File: src/rtl/scan_tap_pkg.sv
`timescale 1ns/1ps
package scan_tap_pkg;
  parameter int IR_W = 3;

  typedef enum logic [3:0] {
    TLR, RTI,
    SEL_DR, CAP_DR, SH_DR, EX1_DR, PA_DR, EX2_DR, UPD_DR,
    SEL_IR, CAP_IR, SH_IR, EX1_IR, PA_IR, EX2_IR, UPD_IR
  } tap_state_e;

  localparam logic [IR_W-1:0] OP_IDENT  = {{(IR_W-1){1'b0}}, 1'b1};
  localparam logic [IR_W-1:0] OP_SAMPLE = {{(IR_W-2){1'b0}}, 2'b10};
  localparam logic [IR_W-1:0] OP_BYPASS = '1;
  localparam logic [IR_W-1:0] IR_CAPT   = {{(IR_W-2){1'b0}}, 2'b01};
endpackage

File: src/rtl/tap_fsm.sv
`timescale 1ns/1ps
module tap_fsm
  import scan_tap_pkg::*;
(
  input  logic       tck,
  input  logic       rst_n,
  input  logic       tms,
  output tap_state_e st
);
  tap_state_e nxt;

  always_comb begin
    nxt = st;
    unique case (st)
      TLR:    nxt = tms ? TLR    : RTI;
      RTI:    nxt = tms ? SEL_DR : RTI;
      SEL_DR: nxt = tms ? SEL_IR : CAP_DR;
      CAP_DR: nxt = tms ? EX1_DR : SH_DR;
      SH_DR:  nxt = tms ? EX1_DR : SH_DR;
      EX1_DR: nxt = tms ? UPD_DR : PA_DR;
      PA_DR:  nxt = tms ? EX2_DR : PA_DR;
      EX2_DR: nxt = tms ? UPD_DR : SH_DR;
      UPD_DR: nxt = tms ? SEL_DR : RTI;
      SEL_IR: nxt = tms ? TLR    : CAP_IR;
      CAP_IR: nxt = tms ? EX1_IR : SH_IR;
      SH_IR:  nxt = tms ? EX1_IR : SH_IR;
      EX1_IR: nxt = tms ? UPD_IR : PA_IR;
      PA_IR:  nxt = tms ? EX2_IR : PA_IR;
      EX2_IR: nxt = tms ? UPD_IR : SH_IR;
      UPD_IR: nxt = tms ? SEL_DR : RTI;
      default: nxt = TLR;
    endcase
  end

  always_ff @(posedge tck or negedge rst_n) begin
    if (!rst_n) st <= TLR;
    else        st <= nxt;
  end
endmodule

File: src/rtl/tap_ir.sv
`timescale 1ns/1ps
module tap_ir
  import scan_tap_pkg::*;
(
  input  logic            tck,
  input  logic            rst_n,
  input  logic            tdi,
  input  tap_state_e      st,
  output logic [IR_W-1:0] ir,
  output logic            ir_lsb
);
  logic [IR_W-1:0] ir_sh;

  always_ff @(posedge tck or negedge rst_n) begin
    if (!rst_n) begin
      ir_sh <= IR_CAPT;
      ir    <= OP_IDENT;
    end else begin
      case (st)
        TLR:    ir    <= OP_IDENT;
        CAP_IR: ir_sh <= IR_CAPT;
        SH_IR:  ir_sh <= {tdi, ir_sh[IR_W-1:1]};
        UPD_IR: ir    <= ir_sh;
        default: ;
      endcase
    end
  end

  assign ir_lsb = ir_sh[0];
endmodule

File: src/rtl/tap_dr.sv
`timescale 1ns/1ps
module tap_dr
  import scan_tap_pkg::*;
#(
  parameter int          NPINS   = 16,
  parameter int          ID_W    = 32,
  parameter logic [ID_W-1:0] ID_WORD = '1
) (
  input  logic             tck,
  input  logic             rst_n,
  input  logic             tdi,
  input  tap_state_e       st,
  input  logic [IR_W-1:0]  ir,
  input  logic [NPINS-1:0] pin_vals,
  output logic             dr_lsb,
  output logic             byp_q,
  output logic [NPINS-1:0] bsr_q
);
  logic            sel_id, sel_smp, sel_byp;
  logic [ID_W-1:0] id_sh;

  assign sel_id  = (ir == OP_IDENT);
  assign sel_smp = (ir == OP_SAMPLE);
  assign sel_byp = !sel_id && !sel_smp;

  // Identification register: capture-only, shifts toward bit 0
  always_ff @(posedge tck or negedge rst_n) begin
    if (!rst_n)                       id_sh <= ID_WORD;
    else if (sel_id && st == CAP_DR)  id_sh <= ID_WORD;
    else if (sel_id && st == SH_DR)   id_sh <= {tdi, id_sh[ID_W-1:1]};
  end

  // Sample register: capture and shift only; no update latch behind it
  always_ff @(posedge tck or negedge rst_n) begin
    if (!rst_n)                        bsr_q <= '0;
    else if (sel_smp && st == CAP_DR)  bsr_q <= pin_vals;
    else if (sel_smp && st == SH_DR)   bsr_q <= {tdi, bsr_q[NPINS-1:1]};
  end

  // Single-bit pass-through
  always_ff @(posedge tck or negedge rst_n) begin
    if (!rst_n)                        byp_q <= 1'b0;
    else if (sel_byp && st == CAP_DR)  byp_q <= 1'b0;
    else if (sel_byp && st == SH_DR)   byp_q <= tdi;
  end

  always_comb begin
    if (sel_id)       dr_lsb = id_sh[0];
    else if (sel_smp) dr_lsb = bsr_q[0];
    else              dr_lsb = byp_q;
  end
endmodule

File: src/rtl/scan_tap.sv
`timescale 1ns/1ps
module scan_tap
  import scan_tap_pkg::*;
#(
  parameter int         NPINS      = 16,
  parameter logic [2:0] REV_CODE   = 3'b000,
  parameter logic [4:0] DEPTH_CODE = 5'b01011,
  parameter logic [5:0] ARCH_CODE  = 6'b001001,
  parameter logic [5:0] WIDTH_CODE = 6'b100100,
  parameter logic [10:0] MFR_CODE  = 11'h0A5
) (
  input  logic             tck,
  input  logic             rst_n,
  input  logic             tms,
  input  logic             tdi,
  input  logic [NPINS-1:0] pin_vals,
  output logic             tdo,
  output logic             tdo_oe
);
  localparam int ID_W = 32;
  localparam logic [ID_W-1:0] ID_WORD =
    {REV_CODE, DEPTH_CODE, ARCH_CODE, WIDTH_CODE, MFR_CODE, 1'b1};

  tap_state_e       st;
  logic [IR_W-1:0]  ir;
  logic             ir_lsb, dr_lsb, byp_q;
  logic [NPINS-1:0] bsr_q;
  logic             oe_nxt, tdo_nxt;

  tap_fsm u_fsm (.tck(tck), .rst_n(rst_n), .tms(tms), .st(st));

  tap_ir u_ir (.tck(tck), .rst_n(rst_n), .tdi(tdi), .st(st), .ir(ir), .ir_lsb(ir_lsb));

  tap_dr #(.NPINS(NPINS), .ID_W(ID_W), .ID_WORD(ID_WORD)) u_dr (
    .tck(tck), .rst_n(rst_n), .tdi(tdi), .st(st), .ir(ir),
    .pin_vals(pin_vals), .dr_lsb(dr_lsb), .byp_q(byp_q), .bsr_q(bsr_q)
  );

  assign oe_nxt  = (st == SH_IR) || (st == SH_DR);
  assign tdo_nxt = oe_nxt && ((st == SH_IR) ? ir_lsb : dr_lsb);

  // Output retimed to the falling edge
  always_ff @(negedge tck or negedge rst_n) begin
    if (!rst_n) begin
      tdo    <= 1'b0;
      tdo_oe <= 1'b0;
    end else begin
      tdo    <= tdo_nxt;
      tdo_oe <= oe_nxt;
    end
  end
endmodule

File: config.mk
export PLATFORM = sky130hd
export DESIGN_NAME = scan_tap
export DESIGN_NICKNAME = d
export VERILOG_FILES = /design/src/rtl/scan_tap_pkg.sv /design/src/rtl/tap_fsm.sv /design/src/rtl/tap_ir.sv /design/src/rtl/tap_dr.sv /design/src/rtl/scan_tap.sv
export SDC_FILE = /design/constraint.sdc
export NUM_CORES = 1
export LEC_CHECK = 0
export BUFFER_PORTS_ARGS = -buffer_cell sky130_fd_sc_hd__buf_4
export CAP_MARGIN = 20
export CORE_MARGIN = 4
export CORE_UTILIZATION = 45
export DETAILED_ROUTE_END_ITERATION = 10
export RECOVER_POWER = 50
export REMOVE_ABC_BUFFERS = 1
export SLEW_MARGIN = 10
export SYNTH_ARGS = -nofsm -noshare
export SYNTH_HDL_FRONTEND = slang
export SYNTH_HIERARCHICAL = 1
export SYNTH_SLANG_ARGS = --single-unit
File: constraint.sdc
create_clock -name tck -period 2.3 [get_ports tck]
set_input_delay 0 -clock tck [delete_from_list [all_inputs] [get_ports tck]]
set_output_delay 0 -clock tck [all_outputs]
set_load 0.02 [all_outputs]
==> results.py <==
metrics = {
    "drt": {
        "route.detailed.drc": 0,
        "avgViaCountPerCell": 5.00,
        "drt_pass1_iterations": 4,
        "drtAntennaViolNets": 0,
        "routed_wirelength_um": 5620,
        "post_drt_wl_per_cell_um": 13.8,
        "route.vias.total": 2028,
        "first_iter_violations": 63,
    },
    "clocking": {
        "cts_root_buf": "clkbuf_8",
        "postCtsSetupRepairBufs": 0,
        "ctsLongestPathBuffers": 2,
        "tritoncts": "yes",
        "worst_skew_late_latency_ns": 0.34,
        "clock_slew_at_the_register_clock_pins_of_the_worst_setup_and_hold_paths_ns": 0.06,
        "cts_htree_levels": 3,
        "clock_sink_count": 61,
        "cts-buffers-inserted": 9,
    },
    "hold_path": {
        "hold_path_class": "input pin to register",
    },
    "cells_and_area": {
        "nNetsFinal": 325,
        "fin_util_pct": 55.3,
        "sequential_cell_area_mm2": 0.00154,
        "nFillCells": 580,
        "filler_free_cell_count_of_the_finished_design": 406,
        "most_frequent_cells_in_the_layout": "dfrtp_1, buf_4, nand2_1",
        "layout-area-overhead-vs-synth_pct": 19.8,
        "multi_input_logic_area_mm2": 0.00139,
        "post_route_cells_drive_above_1_share_pct": 41.3,
        "antenna_cells": 0,
        "layout.cells.most_common": "dfrtp_1",
    },
    "place": {
        "post-dp-hpwl_um": 3500,
        "globalplace.congestion": 0.741,
        "place.port_buffers": 21,
        "placed_cell_count": 380,
        "dp_worst_setup_slack_ns": -0.281,
    },
    "worst_setup_path": {
        "startpoint_type": "register",
        "critical_path_class": "register to register",
        "worst_ep_arrival_time_ns": 1.50,
        "critical_path.endpoint_type": "register",
        "worst_path_largest_cell_delay_ns": 0.52,
        "cp_cell_sequence": "or3b_4 > nor2_1 > a21oi_1 > inv_1 > o22ai_2",
        "cp_slowest_cell": "dfstp_2",
        "timing.critical_path.fanout_max": 3,
        "timing.critical_path.required_ns": 1.33,
    },
    "timing": {
        "hold_viol": 0,
        "rsz0062_at_grt": "yes",
        "fin_setup_tns_ns": -0.172,
        "max-slew-margin-rel_pct": 10.0,
        "clk_skew_ns": 0.0124,
        "tightestPinTransition_ns": 1.35,
        "final_worst_slack_ns": -0.172,
        "max_transition_viols_final": 0,
        "setup-violations-final": 1,
    },
    "global_routing": {
        "global_route.overflow_total": 0,
        "maximum_number_of_pins_on_one_net_before_global_route_repair": 56,
        "globalRouteTotalUtil_pct": 14.3,
        "grt_pass1_vias": 2026,
        "grt_antenna_before_repair": 0,
        "global_route_wire_length_before_repair_um": 9470,
    },
    "synth": {
        "synth_enable_flop_cells": 0,
        "synth_sequential_area_ratio_pct": 49.3,
        "synth_async_sr_flop_share_pct": 100,
        "number_of_library_cell_types_mapped_by_synthesis": 53,
        "mappedNetlistArea_mm2": 0.00313,
        "ys.flop_type": "dfrtp_1",
        "syn_avg_cell_area_um2": 12.1,
        "synth_warnings": 6,
        "synth_cells": 260,
        "synth.ff_latch_count": 61,
    },
    "pwr": {
        "power.leakage_nw": 1.78,
        "ir_drop_v": 0.000701,
        "power_per_cell_area_mw_per_mm2": 1260,
        "totalPowerFinal_mw": 4.73,
    },
    "floorplan": {
        "die_h_um": 91.4,
        "placement_rows": 30,
        "core_area_mm2": 0.00679,
        "starting_utilization_of_the_core_area_pct": 46.1,
        "fp.dieW_um": 91.4,
        "boundary_pins": 22,
        "die_area_mm2": 0.00836,
    },
    "status": {
        "status": "complete, but fails checks",
        "violations": "negative setup slack",
    },
    "flow_run": {
        "timing.max_cap.violations": 0,
    },
}
==> layer usage <==
layer  GRT usage (%)  wire (µm)  part of all wire, %
met5               0          0                    0
met1            18.2       2650                   47
met2            22.3       2660                   47
met3            3.73        183                  3.3
met4            7.16        117                  2.1
==> synthesized netlist by cell type (2+ instances only) <==
| library cell | instances | area (µm²) |
|---|---|---|
| nor3_1 | 2 | 10.0 |
| buf_4 | 2 | 15.0 |
| buf_6 | 2 | 22.5 |
| and2b_2 | 2 | 17.5 |
| nor2_1 | 7 | 26.3 |
| dfstp_2 | 14 | 368 |
| o21ba_2 | 3 | 30.0 |
| o21ai_0 | 5 | 25.0 |
| buf_2 | 2 | 10.0 |
| dfrtn_1 | 2 | 50.1 |
| nor4_1 | 3 | 18.8 |
| a21oi_1 | 9 | 45.0 |
| mux2i_1 | 17 | 170 |
| or4b_1 | 2 | 20.0 |
| nor3b_1 | 3 | 22.5 |
| o22ai_1 | 3 | 18.8 |
| dfrtp_1 | 45 | 1130 |
| mux2_2 | 25 | 282 |
| mux2_4 | 21 | 315 |
| inv_1 | 22 | 82.6 |
| nand2_1 | 32 | 120 |
| clkbuf_1 | 5 | 18.8 |
| buf_12 | 2 | 40.0 |
==> critical path: cells and delay by family, from the launching register on <==
kind                   cells  cell delay, ns
flip-flops                 1            0.52
AND/OR/NAND/NOR            2            0.48
AO/OA/AOI/OAI              2            0.10
buffers and inverters      1            0.07
==> final timing paths <==
kind	from	endpoint	slack, ns	cells after the start
worst max register to register	u_ir/ir[0]	tdo	-0.17	5
worst min-delay path	pin_vals[7]	u_dr/bsr_q[7]	0.02	3
max in group asynchronous	rst_n	u_ir/ir[2]	0.51	3
min in group asynchronous	rst_n	u_fsm/st[1]	0.13	2
worst max-delay path	u_ir/ir[0]	tdo	-0.17	5
worst min register to register	u_dr/bsr_q[3]	u_dr/bsr_q[3]	0.51	1
==> state kept, by name, indices dropped and copies added, names as in the netlist <==
signal	cells
u_dr/id_sh	32
u_dr/bsr_q	16
u_fsm/st	4
u_ir/ir	3
u_ir/ir_sh	3
tdo	1
tdo_oe	1
u_dr/byp_q	1
==> cell families after synthesis <==
family          count (synthesis)  share of synthesized area (%)
mux                            63                           24.5
buf+inv                        37                           6.95
xor+xnor                        1                          0.280
compound gates                 31                           7.51
flops                          61                           49.3
simple gates                   67                           11.5
==> final cells by class <==
cell class	count	share of cell area, %
multi-input cells	162	37.0
inverters	22	2.20
repair buffers	49	11.0
clock inverters	5	2.00
flip-flops and latches	61	41.1
well taps	96	3.20
clock buffers	11	3.50
==> through the flow <==
stage	cell area [µm²]	hold slack, ns
finish	3750	0.0202
global route	3750	0.0109
CTS	3760	0.000844
detailed placement	3440	-0.176
global placement	3440	-0.177
floorplan	3000	-0.296
==> report_power, final <==
group / internal [mW] / switching [mW] / leakage [nW]
Combinational: 1.05 / 0.982 / 0.901
Sequential: 1.51 / 0.163 / 0.768
Clock: 0.605 / 0.421 / 0.107
Total: 3.16 / 1.57 / 1.78
==> what timing repair did <==
action,CTS,global route
pin swaps,0,0
endpoints found under the setup margin,1,1
endpoints found under the hold margin,57,0
hold buffers,10,0
gates resized for setup,3,0
(Power assumes the default switching activity.)
